$ cat src/rtl/umerge_pkg.sv
package umerge_pkg;

  typedef enum logic [2:0] {
    OPK_NOP     = 3'd0,
    OPK_REGWR   = 3'd1,
    OPK_LDWORD  = 3'd2,
    OPK_LDLEFT  = 3'd3,
    OPK_LDRIGHT = 3'd4,
    OPK_STLEFT  = 3'd5,
    OPK_STRIGHT = 3'd6,
    OPK_RSVD    = 3'd7
  } op_kind_e;

  function automatic logic kind_is_load(input op_kind_e k);
    return (k == OPK_LDWORD) || (k == OPK_LDLEFT) || (k == OPK_LDRIGHT);
  endfunction

  function automatic logic kind_is_store(input op_kind_e k);
    return (k == OPK_STLEFT) || (k == OPK_STRIGHT);
  endfunction

endpackage

$ cat src/rtl/umerge_lanes.sv
module umerge_lanes
  import umerge_pkg::*;
#(
  parameter int NBYTES = 4,
  localparam int OFS_W = $clog2(NBYTES),
  localparam int DW    = NBYTES * 8
) (
  input  op_kind_e          kind,
  input  logic [OFS_W-1:0]  ofs,
  input  logic [DW-1:0]     keep_word,
  input  logic [DW-1:0]     src_word,
  output logic [DW-1:0]     res_word
);

  for (genvar i = 0; i < NBYTES; i++) begin : g_lane
    logic             take;
    int               idx;
    logic [OFS_W-1:0] idx_t;
    int               o;

    always_comb begin
      o    = int'(ofs);
      take = 1'b0;
      idx  = i;
      case (kind)
        OPK_LDWORD: begin
          take = 1'b1;
          idx  = i;
        end
        OPK_LDLEFT: begin
          take = (i >= NBYTES - 1 - o);
          idx  = i - (NBYTES - 1 - o);
        end
        OPK_LDRIGHT: begin
          take = (i <= NBYTES - 1 - o);
          idx  = i + o;
        end
        OPK_STRIGHT: begin
          take = (i >= o);
          idx  = i - o;
        end
        OPK_STLEFT: begin
          take = (i <= o);
          idx  = i + NBYTES - 1 - o;
        end
        default: begin
          take = 1'b0;
          idx  = i;
        end
      endcase
      idx_t = OFS_W'(idx);
    end

    assign res_word[i*8 +: 8] = take ? src_word[idx_t*8 +: 8]
                                     : keep_word[i*8 +: 8];
  end

endmodule

$ cat src/rtl/umerge_regfile.sv
module umerge_regfile #(
  parameter int NREGS = 32,
  parameter int DW    = 32,
  localparam int IW   = $clog2(NREGS)
) (
  input  logic          clk,
  input  logic          rst_n,
  input  logic          wa_en,
  input  logic [IW-1:0] wa_idx,
  input  logic [DW-1:0] wa_data,
  input  logic          wb_en,
  input  logic [IW-1:0] wb_idx,
  input  logic [DW-1:0] wb_data,
  input  logic [IW-1:0] ra_idx,
  output logic [DW-1:0] ra_data,
  input  logic [IW-1:0] rb_idx,
  output logic [DW-1:0] rb_data
);

  logic [DW-1:0] regs [NREGS];

  for (genvar r = 0; r < NREGS; r++) begin : g_reg
    if (r == 0) begin : g_zero
      assign regs[r] = '0;
    end else begin : g_store
      always_ff @(posedge clk) begin
        if (!rst_n) begin
          regs[r] <= '0;
        end else if (wb_en && wb_idx == IW'(r)) begin
          regs[r] <= wb_data;
        end else if (wa_en && wa_idx == IW'(r)) begin
          regs[r] <= wa_data;
        end
      end
    end
  end

  assign ra_data = regs[ra_idx];
  assign rb_data = regs[rb_idx];

endmodule

$ cat src/rtl/umerge_delay_slot.sv
module umerge_delay_slot #(
  parameter int DW = 32,
  parameter int IW = 5
) (
  input  logic          clk,
  input  logic          rst_n,
  input  logic          advance,
  input  logic          new_load,
  input  logic [IW-1:0] new_reg,
  input  logic [DW-1:0] new_data,
  input  logic [IW-1:0] probe_reg,
  output logic          fwd_hit,
  output logic [DW-1:0] fwd_data,
  output logic          retire_en,
  output logic [IW-1:0] retire_reg,
  output logic [DW-1:0] retire_data
);

  logic          pend_v;
  logic [IW-1:0] pend_reg;
  logic [DW-1:0] pend_data;
  logic          superseded;

  assign fwd_hit    = pend_v && (pend_reg == probe_reg);
  assign fwd_data   = pend_data;
  assign superseded = new_load && (new_reg == pend_reg);
  assign retire_en  = advance && pend_v && !superseded;
  assign retire_reg = pend_reg;
  assign retire_data = pend_data;

  always_ff @(posedge clk) begin
    if (!rst_n) begin
      pend_v    <= 1'b0;
      pend_reg  <= '0;
      pend_data <= '0;
    end else if (advance) begin
      pend_v <= new_load;
      if (new_load) begin
        pend_reg  <= new_reg;
        pend_data <= new_data;
      end
    end
  end

endmodule

$ cat src/rtl/umerge_unit.sv
module umerge_unit
  import umerge_pkg::*;
#(
  parameter int NBYTES = 4,
  parameter int NREGS  = 32,
  localparam int DW    = NBYTES * 8,
  localparam int OFS_W = $clog2(NBYTES),
  localparam int IW    = $clog2(NREGS)
) (
  input  logic             clk,
  input  logic             rst_n,
  input  logic             op_valid,
  output logic             op_ready,
  input  logic [2:0]       op_kind,
  input  logic [OFS_W-1:0] op_ofs,
  input  logic [IW-1:0]    op_reg,
  input  logic [DW-1:0]    op_word,
  output logic             st_valid,
  input  logic             st_ready,
  output logic [DW-1:0]    st_word,
  input  logic [IW-1:0]    rd_sel,
  output logic [DW-1:0]    rd_data
);

  op_kind_e      kind;
  logic          fire;
  logic          is_load;
  logic          is_store;
  logic          is_regwr;
  logic          load_live;
  logic [DW-1:0] rf_val;
  logic          fwd_hit;
  logic [DW-1:0] fwd_data;
  logic [DW-1:0] old_val;
  logic [DW-1:0] keep_w;
  logic [DW-1:0] src_w;
  logic [DW-1:0] merged;
  logic          ret_en;
  logic [IW-1:0] ret_reg;
  logic [DW-1:0] ret_data;

  assign kind      = op_kind_e'(op_kind);
  assign op_ready  = !st_valid || st_ready;
  assign fire      = op_valid && op_ready;
  assign is_load   = kind_is_load(kind);
  assign is_store  = kind_is_store(kind);
  assign is_regwr  = (kind == OPK_REGWR);
  assign load_live = fire && is_load && (op_reg != '0);

  // Old destination value: the parked load wins over the stored register.
  assign old_val = fwd_hit ? fwd_data : rf_val;
  // Loads keep old bytes and take memory bytes; stores the reverse.
  assign keep_w  = is_store ? op_word : old_val;
  assign src_w   = is_store ? rf_val  : op_word;

  umerge_lanes #(.NBYTES(NBYTES)) u_lanes (
    .kind      (kind),
    .ofs       (op_ofs),
    .keep_word (keep_w),
    .src_word  (src_w),
    .res_word  (merged)
  );

  umerge_delay_slot #(.DW(DW), .IW(IW)) u_slot (
    .clk         (clk),
    .rst_n       (rst_n),
    .advance     (fire),
    .new_load    (load_live),
    .new_reg     (op_reg),
    .new_data    (merged),
    .probe_reg   (op_reg),
    .fwd_hit     (fwd_hit),
    .fwd_data    (fwd_data),
    .retire_en   (ret_en),
    .retire_reg  (ret_reg),
    .retire_data (ret_data)
  );

  umerge_regfile #(.NREGS(NREGS), .DW(DW)) u_rf (
    .clk     (clk),
    .rst_n   (rst_n),
    .wa_en   (ret_en),
    .wa_idx  (ret_reg),
    .wa_data (ret_data),
    .wb_en   (fire && is_regwr),
    .wb_idx  (op_reg),
    .wb_data (op_word),
    .ra_idx  (op_reg),
    .ra_data (rf_val),
    .rb_idx  (rd_sel),
    .rb_data (rd_data)
  );

  always_ff @(posedge clk) begin
    if (!rst_n) begin
      st_valid <= 1'b0;
      st_word  <= '0;
    end else if (fire) begin
      st_valid <= is_store;
      if (is_store) st_word <= merged;
    end else if (st_ready) begin
      st_valid <= 1'b0;
    end
  end

endmodule

$ cat config.mk
export PLATFORM = sky130hd
export DESIGN_NAME = umerge_unit
export DESIGN_NICKNAME = d
export VERILOG_FILES = /design/src/rtl/umerge_pkg.sv /design/src/rtl/umerge_lanes.sv /design/src/rtl/umerge_regfile.sv /design/src/rtl/umerge_delay_slot.sv /design/src/rtl/umerge_unit.sv
export SDC_FILE = /design/constraint.sdc
export NUM_CORES = 2
export LEC_CHECK = 0
export BUFFER_PORTS_ARGS = -buffer_cell sky130_fd_sc_hd__buf_4
export CAP_MARGIN = 20
export CELL_PAD_IN_SITES_DETAIL_PLACEMENT = 2
export CELL_PAD_IN_SITES_GLOBAL_PLACEMENT = 2
export CORE_ASPECT_RATIO = 1.2
export CORE_MARGIN = 3
export CORE_UTILIZATION = 43
export CTS_BUF_LIST = sky130_fd_sc_hd__clkbuf_2
export CTS_CLUSTER_DIAMETER = 100
export DETAILED_ROUTE_END_ITERATION = 8
export PLACE_DENSITY_LB_ADDON = 0.1
export SLEW_MARGIN = 20
export SYNTH_ARGS = -nofsm -noshare
export SYNTH_HDL_FRONTEND = slang
export SYNTH_SLANG_ARGS = --single-unit
$ cat constraint.sdc
create_clock -name clk -period 4.1 [get_ports clk]
set_input_delay 0.41 -clock clk [delete_from_list [all_inputs] [get_ports clk]]
set_output_delay 0.41 -clock clk [all_outputs]
set_load 0.1 [all_outputs]
# After elaboration in Yosys (flattened, before gate mapping)
# Index checks and enable logic that the tools add are counted.
dict set report op_classes {
  add_sub_neg 14
  mul 0
  div 0
  magnitude_cmp 16
  n_eq_ne 70
  n_shift 4
  n_mux 85
  bitwise 2
  reduce_logical 113
}
# cell n
set op_table {}
lappend op_table {{32-bit two-way mux} 69}
lappend op_table {{32-bit binary-select mux with 5-bit select} 2}
lappend op_table {{5-bit == test (second input constant)} 32}
lappend op_table {{32-bit by 6-bit variable part select with 8-bit output} 4}
lappend op_table {{5-bit by 4-bit == test with 1-bit output (second input constant)} 16}
lappend op_table {{1-bit logical AND} 70}
lappend op_table {{2-bit nonzero test} 32}
lappend op_table {{5-bit by 3-bit == test with 1-bit output (second input constant)} 8}
lappend op_table {{8-bit two-way mux} 4}
lappend op_table {{2-bit one-hot mux with 4 select lines} 4}
lappend op_table {{5-bit by 2-bit == test with 1-bit output (second input constant)} 4}
lappend op_table {{6-bit greater-or-equal comparator (second input constant)} 2}
lappend op_table {{5-bit inverter with 6-bit output} 2}
lappend op_table {{1-bit by 2-bit subtractor with 2-bit output (first input constant)} 6}
lappend op_table {{5-bit by 1-bit == test with 1-bit output (second input constant)} 2}
lappend op_table {{5-bit == test} 2}
lappend op_table {{1-bit one-hot mux with 5 select lines} 2}
lappend op_table {{3-bit == test (second input constant)} 3}
lappend op_table {{1-bit one-hot mux with 4 select lines} 2}
lappend op_table {{2-bit subtractor (first input constant)} 4}
lappend op_table {{3-bit by 2-bit == test with 1-bit output (second input constant)} 2}
lappend op_table {{3-bit greater-or-equal comparator (first input constant)} 2}
lappend op_table {{3-bit <= comparator (first input constant)} 2}
lappend op_table {{5-bit nonzero test} 1}
lappend op_table {{other kinds (17)} 27}
dict set report totals {
  reg_bits 1063
  latch_bits 0
  mem_bits_rw 0
  romBits 0
  in_bits 51
  output_inout_bits 66
  mem_count 0
}

# Longest topological paths before layout
dict set report logic_depth {
  word_depth 11
  depth_mapped 14
}

# Hierarchy
# A second synthesis with hierarchy kept.
dict set report unflattened {
  cells_unflattened 8269
  hier_area_um2 68070.3
}
# mod instances cells_each area_per_inst_um2
set by_module_without_submodules {}
lappend by_module_without_submodules {umerge_regfile 1 7405 60912.2}
lappend by_module_without_submodules {umerge_lanes 1 392 2651.3}
lappend by_module_without_submodules {umerge_unit 1 260 2583.7}
lappend by_module_without_submodules {umerge_delay_slot 1 212 1923.1}

# Worst setup path before layout
# No wires, ideal clock.
dict set report synth_timing {
  path_type {register to register}
  from {reg st_valid}
  to {reg u_rf.regs[413] (netlist bit)}
  setup_time_ps 148
  arrival_time_ps 3418
  required_time_ps 3952
  setup_slack_ps 535
  stages_incl_launch_ff 11
  period_less_slack_ps 3565
  path_cell_list {dfxtp_1 -> nand2b_4 -> and2_1 -> buf_2 -> and3_1 -> buf_4 -> a21oi_4 -> nand2_8 -> o41ai_4 -> buf_2 -> a211oi_1}
}
dict set report synth_via {
  elab_chain_cells 10
  elab_cells_between_ends 14
  cone_classes {mux (1); reduce/logical (13)}
}
# item line_no
set synth_rtl {}
lappend synth_rtl {{from (decl)} umerge_unit.sv:18} ;# output logic st_valid,
lappend synth_rtl {{from (signal assigned)} umerge_unit.sv:99} ;# st_valid <= is_store;
lappend synth_rtl {{1-bit zero test *} umerge_unit.sv:43} ;# assign op_ready = !st_valid || st_ready;
lappend synth_rtl {{1-bit logical OR *} umerge_unit.sv:43}
lappend synth_rtl {{named net op_ready} umerge_unit.sv:13} ;# output logic op_ready,
lappend synth_rtl {{1-bit logical AND *} umerge_unit.sv:44} ;# assign fire = op_valid && op_ready;
lappend synth_rtl {{1-bit logical AND (2 in series)} umerge_unit.sv:48} ;# assign load_live = fire && is_load && (op_reg != '0);
lappend synth_rtl {{1-bit logical AND} umerge_delay_slot.sv:26} ;# assign superseded = new_load && (new_reg == pend_reg);
lappend synth_rtl {{1-bit zero test} umerge_delay_slot.sv:27} ;# assign retire_en = advance && pend_v && !superseded;
lappend synth_rtl {{1-bit logical AND} umerge_delay_slot.sv:27}
lappend synth_rtl {{1-bit logical AND} umerge_regfile.sv:31} ;# end else if (wa_en && wa_idx == IW'(r)) begin
lappend synth_rtl {{2-bit nonzero test (no line)} n/a}
lappend synth_rtl {{to (signal, indexed assignment)} umerge_regfile.sv:30} ;# regs[r] <= wb_data;
lappend synth_rtl {{to (signal, indexed assignment)} umerge_regfile.sv:32} ;# regs[r] <= wa_data;
lappend synth_rtl {{to (decl)} umerge_regfile.sv:20} ;# logic [DW-1:0] regs [NREGS];
# Mark *: on every way through the listed nets, which the timed path passes. The rest lies on a longest branch.
# A chain may end at the register's enable or synchronous reset.

# Final worst setup path
dict set report layout_timing {
  from {reg u_rf.regs[646] (netlist bit)}
  to {out rd_data[6]}
}
dict set report layout_via {
  elab_chain_cells 3
}
# item line_no
set layout_rtl {}
lappend layout_rtl {{32-bit binary-select mux with 5-bit select} umerge_regfile.sv:39} ;# assign rb_data = regs[rb_idx];
lappend layout_rtl {{32-bit two-way mux (not written as such) (2 in series)} umerge_regfile.sv:39}
lappend layout_rtl {{to (decl)} umerge_unit.sv:22} ;# output logic [DW-1:0] rd_data
# Every way passes these cells. The select of a mux whose other input is x is not followed.

==> impl_metrics.py <==
metrics = {
    "placed_design": {
        "dp_hpwl_microns": 235500,
        "dpl-instance-area_sq_um": 70770,
        "io_buffers": 116,
        "placed_cells": 8424,
        "globalplace.congestion": 0.9417,
    },
    "global_routing": {
        "grt_max_degree": 108,
        "track_usage": 0.4618,
        "overflow": 0,
        "grt_pass1_wl_microns": 532700,
        "first_global_vias": 71410,
        "antenna_found_initial": 21,
    },
    "cells_and_area": {
        "drive_gt1_frac": 0.2508,
        "stdcell_count": 9192,
        "seq_area_sq_um": 21360,
        "postLayoutCoreUtil": 0.4993,
        "registers.top_by_ff_count": "u_rf.regs",
        "nets": 7050,
        "multi_input_area_sq_um": 41520,
        "fill_cells": 15773,
        "final_area_sq_um": 76500,
        "area_delta_synth_final_pct": 14.86,
        "largest_register_ffs": 992,
    },
    "floorplanning": {
        "rows": 157,
        "ioPinCount": 117,
        "start_util": 0.4347,
        "die_area_sq_um": 159700,
        "core_area_sq_um": 153200,
        "die_x_microns": 365.3,
        "die_h_microns": 437.1,
    },
    "setup_path": {
        "crit_required_ns": 3.69,
        "cp.arrival_ns": 4.01,
        "worstReg2RegStart": "u_slot.retire_reg[2]",
        "path_max_fanout": 3,
        "end_kind": "output port",
        "startpoint_type": "flip-flop",
        "startpoint": "u_rf.regs[646]",
        "crit_type": "reg2out",
    },
    "timing": {
        "layout_setup_ws_ns": -0.3168,
        "final_hold_viol_count": 0,
        "setup_violations": 32,
        "fmax_mhz": 226.4,
        "finalCriticalPeriod_ns": 4.417,
        "whs_ns": 0.1441,
        "fin_crit_sh": 1.077,
        "tightest_slew_ns": 1.419,
        "slew_viol_final": 0,
        "setup-tns-final_ns": -5.958,
        "rsz0062_at_grt": "yes",
        "finClkSkew_ns": 0.1881,
        "slew-limit-headroom": 0.05385,
    },
    "logic_synthesis": {
        "async_flop_share": 0,
        "synth_ff_type": "dfxtp_1",
        "ys_types": 100,
        "ys_seq_area_frac": 0.3195,
        "ys_warn_count": 0,
        "syn_area_sq_um": 66600,
        "yosysTopAreaCell": "dfxtp_1",
        "synth_top_area_share": 0.3195,
        "synth_area_leaders": "dfxtp_1 (32%), mux2i_1 (17%), mux4_2 (14%)",
        "syn_area_per_cell_sq_um": 9.747,
        "synth_edf_count": 0,
        "ys_top_cells_by_count": "mux2i_1 (1158), nor2_1 (1086), dfxtp_1 (1063)",
        "synthesis.instances": 6833,
        "syn_nets": 6890,
        "ys_ff_latch": 1063,
        "yosysMostFrequentCell": "mux2i_1",
    },
    "routing": {
        "drt_iter0_drc": 6731,
        "totalWireLength_microns": 376500,
        "post_drt_wl_per_cell_microns": 40.96,
        "drc_errors": 0,
        "ant_nets": 0,
        "dr_total_vias": 66743,
        "vias_per_cell": 7.261,
        "firstDrtPassIters": 6,
    },
    "outcome": {
        "violations": "setup timing",
        "status": "finished with violations",
    },
    "clock_tree": {
        "cts_root_buf": "clkbuf_2",
        "clkLatencyLatePin_ns": 1.99,
        "htree_levels": 5,
        "cts_tree": "built",
        "ctsLongestPathBuffers": 4,
        "cts_inserted_buffers": 316,
        "clock_sinks": 1063,
        "path_clk_slew_ns": 0.13,
    },
    "power_and_ir_drop": {
        "power_density_nw_per_um2": 299.4,
        "cellLeakagePower_nw": 23.68,
        "ir_drop_mv": 0.2951,
    },
    "run": {
        "max_cap_violations": 0,
    },
    "min_path": {
        "hold_path_class": "in2reg",
        "worstHoldStart": "op_word[13]",
    },
}
-- where the power goes --
group	leakage, nW	total [W]	internal, W	switching (W)
Sequential	8.60	0.0106	0.0104	0.000222
Clock	2.05	0.00852	0.00312	0.00539
Combinational	13.0	0.00378	0.00123	0.00255
Total	23.7	0.0229	0.0147	0.00816
-- layout by cell type (no fill, tap or decap), types with 15 or more instances in the layout --
cell type      count
o21ai_0          109
dfxtp_2           61
o211ai_1          17
o221ai_1          29
nor2_4            30
nand3_1           67
clkinv_1          50
nor3_1            26
a31oi_1           23
a311oi_1          81
mux4_2           412
buf_4            378
dfxtp_1         1001
dlygate4sd3_1    182
buf_8             15
a22oi_1           35
nand2b_1          17
o22ai_1           60
a211oi_2          54
buf_12           166
nand2_1          225
a21oi_1          104
mux2i_1         1158
a221oi_1          19
a211oi_1         889
nor2_1          1065
mux2_2            82
a22o_1            47
clkbuf_2         460
-- through the flow --
step,worst slack [ns],power [W]
2_1_floorplan,0.5346,0.01279
3_3_place_gp,0.01441,0.01411
3_5_place_dp,-0.1539,0.01419
4_1_cts,-0.3836,0.02273
5_1_grt,-0.3938,0.02369
6_report,-0.3168,0.02291
-- final timing paths --
check,endpoint,slack (ns),cells after the start
hold / removal,u_rf.regs[941],0.14,6
hold reg to reg,u_rf.regs[203],0.52,2
setup / recovery,rd_data[6],-0.32,4
setup reg to reg,u_slot.fwd_data[6],0.04,10
-- layer usage --
| metal | GRT usage | vias up | share of wire |
|---|---|---|---|
| li1 | - | 26311 | - |
| met1 | 0.5297 | 34302 | 0.36 |
| met2 | 0.7014 | 4293 | 0.44 |
| met3 | 0.1335 | 1823 | 0.096 |
| met4 | 0.4013 | 14 | 0.11 |
| met5 | 0 | - | 0.00022 |
-- worst max-delay path, stage by stage (launching register included) --
cell	delay (ns)
dfxtp_1	0.40
mux4_2	0.51
mux4_2	0.52
mux2_2	0.39
buf_6	0.22
-- final cells by class --
class	count	share of cell area
Inverter	16	0.0008832
Antenna cell	13	0.0004252
Clock buffer	460	0.03009
Multi-Input combinational cell	4835	0.5427
Clock inverter	57	0.003876
Sequential cell	1063	0.2792
Timing Repair Buffer	761	0.1103
Tap cell	1987	0.03250
-- cells by family after synthesis --
kind of cell             count (synthesis)  synth area share
multiplexers                          1666            0.3297
AO/OA/AOI/OAI                         1631            0.1895
AND/OR/NAND/NOR                       1526           0.09386
flip-flops                            1063            0.3195
buffers and inverters                  935           0.06551
XOR/XNOR                                 6         0.0007890
adder cells (fa/ha/maj)                  6          0.001127
-- timing repair --
action / CTS / global route
pin swaps: 1 / 1
hold buffers: 219 / 0
hold endpoints to repair: 1063 / 0
buffers inserted: 12 / 6
setup endpoints to repair: 32 / 54
gates resized for setup: 99 / 40
Power figures use the tool's default switching activity.
